--- src/rtl/lane_dscr_pkg.sv ---
package lane_dscr_pkg;
   typedef enum logic [1:0] {
      WORD_DATA = 2'd0,
      WORD_SYNC = 2'd1,
      WORD_SEED = 2'd2
   } word_kind_e;
endpackage

--- src/rtl/dscr_word_classify.sv ---
module dscr_word_classify
   import lane_dscr_pkg::*;
#(
   parameter int          HDR_W     = 2,
   parameter int          TYPE_W    = 6,
   parameter logic [1:0]  CTRL_HDR  = 2'b10,
   parameter logic [5:0]  SYNC_CODE = 6'b011110,
   parameter logic [5:0]  SEED_CODE = 6'b001010
) (
   input  logic [HDR_W-1:0]  hdr,
   input  logic [TYPE_W-1:0] type_bits,
   output word_kind_e        kind
);
   always_comb begin
      kind = WORD_DATA;
      if (hdr == CTRL_HDR[HDR_W-1:0]) begin
         if (type_bits == SEED_CODE[TYPE_W-1:0])
            kind = WORD_SEED;
         else if (type_bits == SYNC_CODE[TYPE_W-1:0])
            kind = WORD_SYNC;
      end
   end
endmodule

--- src/rtl/dscr_self_sync.sv ---
module dscr_self_sync #(
   parameter int DATA_W  = 64,
   parameter int STATE_W = 58,
   parameter int TAP     = 39
) (
   input  logic [DATA_W-1:0]  rx,
   input  logic [STATE_W-1:0] hist,
   output logic [DATA_W-1:0]  plain,
   output logic [STATE_W-1:0] hist_nxt
);
   localparam int EXT_W = DATA_W + STATE_W;
   localparam int NEAR  = STATE_W - TAP;

   logic [EXT_W-1:0] ext;
   assign ext = {rx, hist};

   for (genvar i = 0; i < DATA_W; i++) begin : g_bit
      assign plain[i] = ext[STATE_W+i] ^ ext[NEAR+i] ^ ext[i];
   end

   assign hist_nxt = rx[DATA_W-1 -: STATE_W];
endmodule

--- src/rtl/dscr_keystream.sv ---
module dscr_keystream #(
   parameter int DATA_W  = 64,
   parameter int STATE_W = 58,
   parameter int TAP     = 39
) (
   input  logic [STATE_W-1:0] state,
   output logic [DATA_W-1:0]  ks,
   output logic [STATE_W-1:0] state_nxt
);
   localparam int EXT_W = DATA_W + STATE_W;
   localparam int NEAR  = STATE_W - TAP;

   logic [EXT_W-1:0] ext;

   always_comb begin
      ext = '0;
      ext[STATE_W-1:0] = state;
      for (int i = 0; i < DATA_W; i++)
         ext[STATE_W+i] = ext[NEAR+i] ^ ext[i];
   end

   assign ks        = ext[EXT_W-1 -: DATA_W];
   assign state_nxt = ext[EXT_W-1 -: STATE_W];
endmodule

--- src/rtl/lane_descrambler.sv ---
module lane_descrambler
   import lane_dscr_pkg::*;
#(
   parameter int                DATA_W     = 64,
   parameter int                STATE_W    = 58,
   parameter int                TAP        = 39,
   parameter int                HDR_W      = 2,
   parameter int                TYPE_W     = 6,
   parameter bit                FRAME_EN   = 1'b1,
   parameter logic [1:0]        CTRL_HDR   = 2'b10,
   parameter logic [5:0]        SYNC_CODE  = 6'b011110,
   parameter logic [5:0]        SEED_CODE  = 6'b001010,
   parameter logic [STATE_W-1:0] RESET_SEED = '1
) (
   input  logic               clk,
   input  logic               rst_n,
   input  logic               mode_frame,
   input  logic               blk_lock,
   input  logic               rx_valid,
   input  logic [HDR_W-1:0]   rx_hdr,
   input  logic [DATA_W-1:0]  rx_data,
   output logic               desc_valid,
   output logic [HDR_W-1:0]   desc_hdr,
   output logic [DATA_W-1:0]  desc_data,
   output logic [STATE_W-1:0] gen_state
);
   localparam int TYPE_LSB = DATA_W - TYPE_W;

   // elaboration checks
   if (DATA_W < STATE_W + TYPE_W) begin : g_bad_width
      $error("lane_descrambler: DATA_W must hold the state and the type field");
   end
   if (TAP <= 0 || TAP >= STATE_W) begin : g_bad_tap
      $error("lane_descrambler: TAP must lie strictly inside the state");
   end
   if (HDR_W > 2 || TYPE_W > 6) begin : g_bad_codes
      $error("lane_descrambler: header or type code wider than its parameter");
   end

   logic [STATE_W-1:0] state_q;
   logic [DATA_W-1:0]  ss_plain;
   logic [STATE_W-1:0] ss_state_nxt;
   logic [DATA_W-1:0]  ks;
   logic [STATE_W-1:0] ks_state_nxt;
   logic               frame_sel;
   word_kind_e         kind;
   logic               is_ctrl;
   logic               seed_load;
   logic [STATE_W-1:0] state_nxt;
   logic [DATA_W-1:0]  data_nxt;

   dscr_word_classify #(
      .HDR_W(HDR_W), .TYPE_W(TYPE_W), .CTRL_HDR(CTRL_HDR),
      .SYNC_CODE(SYNC_CODE), .SEED_CODE(SEED_CODE)
   ) u_classify (
      .hdr       (rx_hdr),
      .type_bits (rx_data[DATA_W-1:TYPE_LSB]),
      .kind      (kind)
   );

   dscr_self_sync #(.DATA_W(DATA_W), .STATE_W(STATE_W), .TAP(TAP)) u_self (
      .rx       (rx_data),
      .hist     (state_q),
      .plain    (ss_plain),
      .hist_nxt (ss_state_nxt)
   );

   if (FRAME_EN) begin : g_frame
      dscr_keystream #(.DATA_W(DATA_W), .STATE_W(STATE_W), .TAP(TAP)) u_ks (
         .state     (state_q),
         .ks        (ks),
         .state_nxt (ks_state_nxt)
      );
      assign frame_sel = mode_frame;
   end else begin : g_no_frame
      assign ks           = '0;
      assign ks_state_nxt = ss_state_nxt;
      assign frame_sel    = 1'b0;
   end

   assign is_ctrl   = (kind != WORD_DATA);
   assign seed_load = frame_sel && blk_lock && (kind == WORD_SEED);

   always_comb begin
      if (!frame_sel) begin
         state_nxt = ss_state_nxt;
         data_nxt  = ss_plain;
      end else begin
         state_nxt = seed_load ? rx_data[STATE_W-1:0] : ks_state_nxt;
         data_nxt  = is_ctrl ? rx_data : (rx_data ^ ks);
      end
   end

   always_ff @(posedge clk or negedge rst_n) begin
      if (!rst_n) begin
         state_q    <= RESET_SEED;
         desc_valid <= 1'b0;
         desc_hdr   <= '0;
         desc_data  <= '0;
      end else begin
         desc_valid <= rx_valid & blk_lock;
         if (rx_valid) begin
            state_q   <= state_nxt;
            desc_data <= data_nxt;
            desc_hdr  <= rx_hdr;
         end
      end
   end

   assign gen_state = state_q;


   valid_gated_chk: assert property (@(posedge clk) disable iff (!rst_n)
      desc_valid |-> $past(rx_valid && blk_lock));


   hdr_forward_chk: assert property (@(posedge clk) disable iff (!rst_n)
      rx_valid |=> desc_hdr == $past(rx_hdr));


   idle_hold_chk: assert property (@(posedge clk) disable iff (!rst_n)
      !rx_valid |=> ($stable(gen_state) && $stable(desc_data)));


   self_history_chk: assert property (@(posedge clk) disable iff (!rst_n)
      (rx_valid && !mode_frame) |=> gen_state == $past(rx_data[DATA_W-1 -: STATE_W]));


   seed_load_chk: assert property (@(posedge clk) disable iff (!rst_n)
      (rx_valid && mode_frame && blk_lock && rx_hdr == CTRL_HDR[HDR_W-1:0]
       && rx_data[DATA_W-1:TYPE_LSB] == SEED_CODE[TYPE_W-1:0])
      |=> gen_state == $past(rx_data[STATE_W-1:0]));


   ctrl_bypass_chk: assert property (@(posedge clk) disable iff (!rst_n)
      (rx_valid && frame_sel && is_ctrl) |=> desc_data == $past(rx_data));
endmodule

--- config.mk ---
export PLATFORM = sky130hd
export DESIGN_NAME = lane_descrambler
export DESIGN_NICKNAME = d
export VERILOG_FILES = /design/src/rtl/lane_dscr_pkg.sv /design/src/rtl/dscr_word_classify.sv /design/src/rtl/dscr_self_sync.sv /design/src/rtl/dscr_keystream.sv /design/src/rtl/lane_descrambler.sv
export SDC_FILE = /design/constraint.sdc
export NUM_CORES = 1
export LEC_CHECK = 0
export CAP_MARGIN = 40
export CORE_ASPECT_RATIO = 1.2
export CORE_MARGIN = 4
export CORE_UTILIZATION = 50
export CTS_BUF_LIST = sky130_fd_sc_hd__clkbuf_8
export DETAILED_ROUTE_END_ITERATION = 10
export DONT_BUFFER_PORTS = 1
export GPL_TIMING_DRIVEN = 1
export SKIP_CTS_REPAIR_TIMING = 1
export SYNTH_ARGS = -nofsm -noshare
export SYNTH_HDL_FRONTEND = slang
export SYNTH_SLANG_ARGS = --single-unit
--- constraint.sdc ---
create_clock -name clk -period 1.9 [get_ports clk]
set_input_delay 0.57 -clock clk [delete_from_list [all_inputs] [get_ports clk]]
set_output_delay 0.57 -clock clk [all_outputs]
set_load 0.03 [all_outputs]
==> results by group, run 1 <==
Outcome
  – Status: finished, violations left
  – Failing checks: negative hold slack

Global route
  – Initial antenna violation count: 0
  – GRT overflow: 0
  – Tot GR Track Use: between 30% and 40%
  – Vias in the first global route: 7585
  – Global-route wire length before repair: about 46 mm
  – Largest net degree at the start of global routing: 271

Yosys
  – Synth top area cells: dfrtp_1 20%, dfstp_2 19%, xnor2_1 7.0%, a31oi_1 6.1%, nor2_1 5.7%
  – Asr flop ratio synth: between 90% and 100%
  – Synthesized area per cell: approximately 8.6 µm²
  – Synth unique cells: 50
  – Post-Syn Area: 0.00823 mm²
  – Syn Nets: just over 1000
  – Register area share after synthesis: 38.9%
  – Commonest register cell after synthesis: dfrtp_1
  – Area leader, netlist: dfrtp_1
  – Post-Syn Instances: between 900 and 1000
  – Yosys reg bits: about 130
  – Synth Warn #: 0
  – EDFF count, synth: 0
  – Post-synth top area share: 20.4%

Layout
  – Final nets: between 1000 and 1500
  – Ant diodes: 0
  – # fillers: ~1500
  – Post-Route Utilization: about three fifths
  – Ratio of cells with drive above 1 in the final layout: between 20% and 30%
  – Area Growth Syn to Fin: 16.6%

Drt
  – DRT antenna net count: 0
  – Met3 wire length: slightly above 3 mm
  – Drt via density: 6.33
  – Iter 0 DRT Violations: 801
  – Vias: a little under 8000
  – Number of remaining DRC errors: 0
  – Total Wirelength: 30.3 mm
  – WL met2: approximately 15 mm
  – Pre-Repair DR Iteration Count: 6
  – Routed wire length per instance: about 25 µm
  – DRT met1 WL: between 10 and 15 mm
  – Highest Signal Layer: met4

Pwr
  – Clock power share: between 20% and 30%
  – Pwr Density: 1240 mW/mm²
  – Seq pwr share: about two fifths
  – Peak VDD IR: between 500 and 600 µV
  – Pint: between 6000 and 7000 µW
  – Combinational share of power: between 30% and 40%
  – Switching share of power: a little over two fifths
  – P_leak: about 0.004 µW
  – P_sw: about 5000 µW

Critical path
  – Top fanout value on the critical path: 4
  – Crit Path Class: reg2out
  – Worst path bufs/invs: 1
  – Worst EP arrival: ~1.3 ns
  – Crit-path leading delay family: flip-flops
  – Max stage delay cell, worst path: dfstp_2
  – CP max stage delay: between 0.6 and 0.7 ns
  – Reg2Reg Depth: 4
  – RR Startpoint: gen_state[5]$_DFFE_PN1P_
  – Register-to-register setup slack: ~0.07 ns
  – Critical Path RT: between 1 and 1.5 ns
  – Startpoint Class: register
  – Crit end category: primary output
  – Worst R2R End: desc_data[44]$_DFFE_PN0P_
  – Crit-path cells: buf_4

Floorplan
  – Starting density of the core: 50.8%
  – Die W: 125 µm
  – Core Box Area: ~0.016 mm²
  – Rows: 51
  – Total die area: approximately 0.019 mm²
  – Die Height: approximately 150 µm
  – I/O pin count: between 150 and 200

CTS
  – Clock Path Buffers: 2
  – Later-pin clock latency in the skew report: approximately 0.47 ns
  – Clock Sinks: about 130
  – CTS Buf Count: 17
  – H-tree levels: 4
  – CTS tree: built
  – Clk pin slew, worst setup/hold paths: 0.08 ns
  – Root Driver: clkbuf_8

Flow run
  – Max-cap violations: 0

Placement
  – Port Buffers: 0
  – Routability-driven placement congestion ratio: 0.926
  – DP HPWL: ~22 mm

STA
  – Slew headroom: a little under three fifths
  – Min cycle time layout: between 1.5 and 2 ns
  – Pins Over Slew Limit: 0
  – RSZ-0062 raised after global routing: false
  – Skew final: between 0.01 and 0.015 ns
  – Final Hold Viols: between 90 and 100
  – Final period util: between 90 and 100%
  – Hold_ws: -0.206 ns
  – Count of final setup violators: 0
  – Slew @ Worst Pin: roughly 0.64 ns
  – Fin Setup TNS: 0 ns
  – Max Clk Rate: 533 MHz

Worst hold path
  – HP Class: in2async
## registers in the layout, summed over array words and instances, names as in the netlist
| signal | flops |
|---|---|
| desc_data | 64 |
| gen_state | 58 |
| desc_hdr | 2 |
| desc_valid | 1 |
## worst max path at each step
stage / from / to / slack [ns] / depth (start not counted)
4_1_cts: gen_state[44]$_DFFE_PN1P_ / gen_state[44] / -0.08 / 1
5_1_grt: gen_state[56]$_DFFE_PN1P_ / gen_state[56] / 0.001 / 1
2_1_floorplan: mode_frame / desc_data[51]$_DFFE_PN0P_ / -0.09 / 7
6_report: gen_state[44]$_DFFE_PN1P_ / gen_state[44] / 0.03 / 1
3_5_place_dp: rx_data[58] / desc_data[46]$_DFFE_PN0P_ / -0.20 / 5
3_3_place_gp: rx_data[58] / desc_data[56]$_DFFE_PN0P_ / -0.12 / 5
## cells by family (layout without fill, tap and decap cells)
| group | Yosys count | after routing | synth area share [%] |
|---|---|---|---|
| AND/OR/NAND/NOR | 347 | 347 | 20.6 |
| XOR/XNOR | 94 | 94 | 11.4 |
| buffers and inverters | 108 | 169 | 5.31 |
| AO/OA/AOI/OAI | 266 | 266 | 21.0 |
| multiplexers | 22 | 22 | 2.72 |
| flip-flops | 125 | 125 | 38.9 |
## cell usage after synthesis (8+ instances only)
cell type and number:
clkbuf_1 67, xnor3_1 8, and2_1 12, a21boi_0 10, dfrtp_1 67, dfstp_2 58
nand3_1 23, xor2_1 19, nor2_1 125, or3_1 38, o31ai_1 18, a211oi_1 8
nor2b_1 10, xnor2_1 66, or3b_2 8, nand2_1 69, a31oi_1 80, buf_2 10
o22ai_1 8, mux2i_1 19, nand2b_1 26, o21ai_0 54, a41o_1 14, nor3_1 8
inv_1 23, o2111ai_1 8, a21oi_1 41
## per-stage QoR
stage               cell area (µm²)  power [µW]  instances  setup slack (ns)
floorplan                      8300        7690        962           -0.0881
global placement               8970        8960       1184            -0.121
detailed placement             8970        9050       1184            -0.202
CTS                            9420       11800       1216           -0.0803
global route                   9590       12500       1235           0.00136
finish                         9590       11900       1235            0.0251
## placed cells by master (no fill, tap or decap), types with 5 or more instances in the layout
cell,n
buf_4,108
o21ai_0,54
xnor3_1,8
nor2_1,125
o211a_1,5
o22ai_1,8
or3b_2,5
and2_1,12
xnor2_1,62
o2111ai_1,8
buf_12,5
xor2_1,19
inv_1,23
nand2_1,69
or4_1,7
nand4_1,6
o31ai_1,18
nor3_1,8
clkbuf_8,19
nand3_1,21
a41o_1,14
a21oi_1,41
a21boi_0,10
a41oi_1,6
a31oi_1,80
xnor2_2,5
dfrtp_1,67
mux2i_1,19
or3_1,38
nor2b_1,10
nand2b_1,26
dfstp_2,58
## power by group through the flow
| stage | clock (µW) | sequential [µW] | combinational [µW] |
|---|---|---|---|
| final | 2720 | 4860 | 4350 |
| after floorplan | 0 | 5210 | 2480 |
| after global placement | 0 | 4990 | 3970 |
| after CTS | 2750 | 4970 | 4060 |
| after detailed placement | 0 | 5010 | 4040 |
| after global routing | 2890 | 4920 | 4690 |
## metal layers
metal,global-route usage [%],up-vias
li1,-,3527
met1,40.0,3828
met2,52.2,387
met3,9.99,70
met4,12.7,0
met5,0,-
## cell type report
cell class | instances | area (µm²) | share of cell area (%)
Timing Repair Buffer | 113 | 911 | 9.50
Multi-Input combinational cell | 729 | 4670 | 48.7
Sequential cell | 125 | 3200 | 33.4
Inverter | 24 | 90.1 | 0.939
Clock inverter | 13 | 190 | 1.98
Clock buffer | 19 | 262 | 2.73
Tap cell | 212 | 265 | 2.77
No activity file was read; power rests on OpenSTA's default activity.
==> run 2: changes to the inputs <==
Settings changed: CORE_MARGIN 4 to 2.
==> run 2 against run 1 <==
The run still ends with negative hold slack left; total power is 2.3% lower; via count decreased by 0.17%; global-route usage is 2.7 points higher; maximum frequency is 0.37% higher; register-to-register slack hardly changed; flip-flop and latch count stayed put; sequential share of layout area rose by 0.22 points; critical path depth is the same; worst setup slack improved by 0.0069 ns.
==> results by group, run 2 (synthesis results as in run 1) <==
Outcome
  – Failing checks: negative hold slack
  – Status: finished, violations left

Critical path
  – Crit-path leading delay family: flip-flops
  – CP max stage delay: between 0.6 and 0.7 ns
  – Critical Path RT: roughly 1.3 ns
  – Top fanout value on the critical path: 5
  – Crit-path cells: buf_6
  – Crit Path Class: reg2out
  – Worst path bufs/invs: 1
  – Worst EP arrival: roughly 1.3 ns
  – Startpoint Class: register
  – Crit end category: primary output
  – Max stage delay cell, worst path: dfstp_2
  – RR Startpoint: gen_state[28]$_DFFE_PN1P_
  – Crit path launch: gen_state[50]$_DFFE_PN1P_

Global route
  – Global-route wire length before repair: 44.9 mm
  – Tot GR Track Use: a little over a third
  – Largest net degree at the start of global routing: roughly 270
  – GRT overflow: 0
  – Initial antenna violation count: 0
  – Vias in the first global route: 7430

Drt
  – DRT antenna net count: 0
  – Total Wirelength: between 30 and 40 mm
  – Pre-Repair DR Iteration Count: 5
  – Routed wire length per instance: roughly 25 µm
  – Number of remaining DRC errors: 0
  – Iter 0 DRT Violations: approximately 800
  – Met3 wire length: roughly 2.5 mm
  – WL met2: between 10 and 15 mm
  – DRT met1 WL: between 10 and 15 mm
  – Drt via density: roughly 6.3
  – Highest Signal Layer: met4
  – Vias: just under 8000

Placement
  – Post-place setup slack: -0.237 ns
  – Post-Place Cells: around 1200
  – DP HPWL: roughly 22 mm
  – Routability-driven placement congestion ratio: 0.921
  – Port Buffers: 0

STA
  – Final period util: slightly below 100%
  – Hold_ws: -0.205 ns
  – Worst setup margin: 0.0320 ns
  – Final Hold Viols: 82
  – Pins Over Slew Limit: 0
  – Slew @ Worst Pin: between 0.5 and 0.6 ns
  – Max Clk Rate: around 540 MHz
  – RSZ-0062 raised after global routing: false
  – Slew headroom: 63.4%
  – Skew final: 0.0188 ns
  – Count of final setup violators: 0
  – Min cycle time layout: roughly 1.9 ns

Pwr
  – Pwr Density: roughly 1200 mW/mm²
  – Clock power share: slightly above 20%
  – Switching share of power: between 40% and 50%
  – Seq pwr share: between 40 and 50%
  – Combinational share of power: a little under two fifths
  – P_sw: 5010 µW
  – Peak VDD IR: about 630 µV
  – P_leak: just under 0.004 µW
  – Pint: approximately 6600 µW

Layout
  – Post-Route Utilization: 59.0%
  – Most flop-heavy register: desc_data
  – Final nets: about 1100
  – Commonest cells after routing, fill and taps aside: 125 x nor2_1, 112 x buf_4, 80 x a31oi_1
  – Area Growth Syn to Fin: 15.8%
  – Largest register FFs: 64
  – Non-Filler Instances: 1238
  – # fillers: 1525
  – Ant diodes: 0
  – Ratio of cells with drive above 1 in the final layout: 22.7%
  – Commonest non-fill, non-tap cell in the layout: nor2_1

CTS
  – Clock Sinks: approximately 130
  – Later-pin clock latency in the skew report: around 0.46 ns
  – Clock Path Buffers: 2
  – CTS tree: built
  – CTS Buf Count: 17
  – Root Driver: clkbuf_8
  – Clk pin slew, worst setup/hold paths: about 0.080 ns
  – H-tree levels: 4

Flow run
  – Max-cap violations: 0

Floorplan
  – I/O pin count: roughly 200
  – Core Box Area: 0.0161 mm²
  – Die W: between 100 and 150 µm
  – Total die area: ~0.018 mm²
  – Rows: between 50 and 60
  – Starting density of the core: around half
  – Die Height: between 100 and 150 µm

Worst hold path
  – HP Class: in2async
## run 2: cell type report
cell class                 instances  area (µm²)  share of cell area [%]
clock buffer                      17         234                    2.46
clock inverter                    14         148                    1.55
inverter                          24        90.1                   0.945
multi-input combinational        729        4660                    48.9
sequential                       125        3200                    33.6
tap                              212         265                    2.78
timing repair buffer             117         932                    9.78
## run 2: final timing paths
kind                                              to  slack [ns]  depth (start not counted)
setup reg to reg           desc_data[48]$_DFFE_PN0P_        0.07                          4
hold reg to reg            gen_state[45]$_DFFE_PN1P_        0.54                          2
max in group asynchronous  gen_state[34]$_DFFE_PN1P_        1.84                          0
min in group clk           desc_data[37]$_DFFE_PN0P_        0.21                          1
setup / recovery                       gen_state[50]        0.03                          1
hold / removal             desc_data[16]$_DFFE_PN0P_       -0.20                          0
## run 2: metal layers
metal | vias up | global-route usage [%]
met3 | 66 | 10.4
met2 | 346 | 57.1
met5 | - | 0
met4 | 0 | 16.2
li1 | 3531 | -
met1 | 3856 | 41.9
## run 2: through the flow
| step | instance area (µm²) | power [µW] | setup TNS, ns |
|---|---|---|---|
| 5_1_grt | 9530 | 12200 | 0 |
| 6_report | 9530 | 11700 | 0 |
| 3_5_place_dp | 8980 | 9140 | -2.78 |
| 2_1_floorplan | 8300 | 7690 | -1.21 |
| 4_1_cts | 9360 | 11500 | -0.149 |
| 3_3_place_gp | 8970 | 9030 | -1.44 |
## run 2: power groups by stage
stage / logic [µW] / clock network (µW) / registers, µW
after CTS: 4200 / 2390 / 4920
after global routing: 4800 / 2510 / 4900
after global placement: 4080 / 0 / 4950
after detailed placement: 4180 / 0 / 4960
after floorplan: 2480 / 0 / 5210
final: 4480 / 2350 / 4820
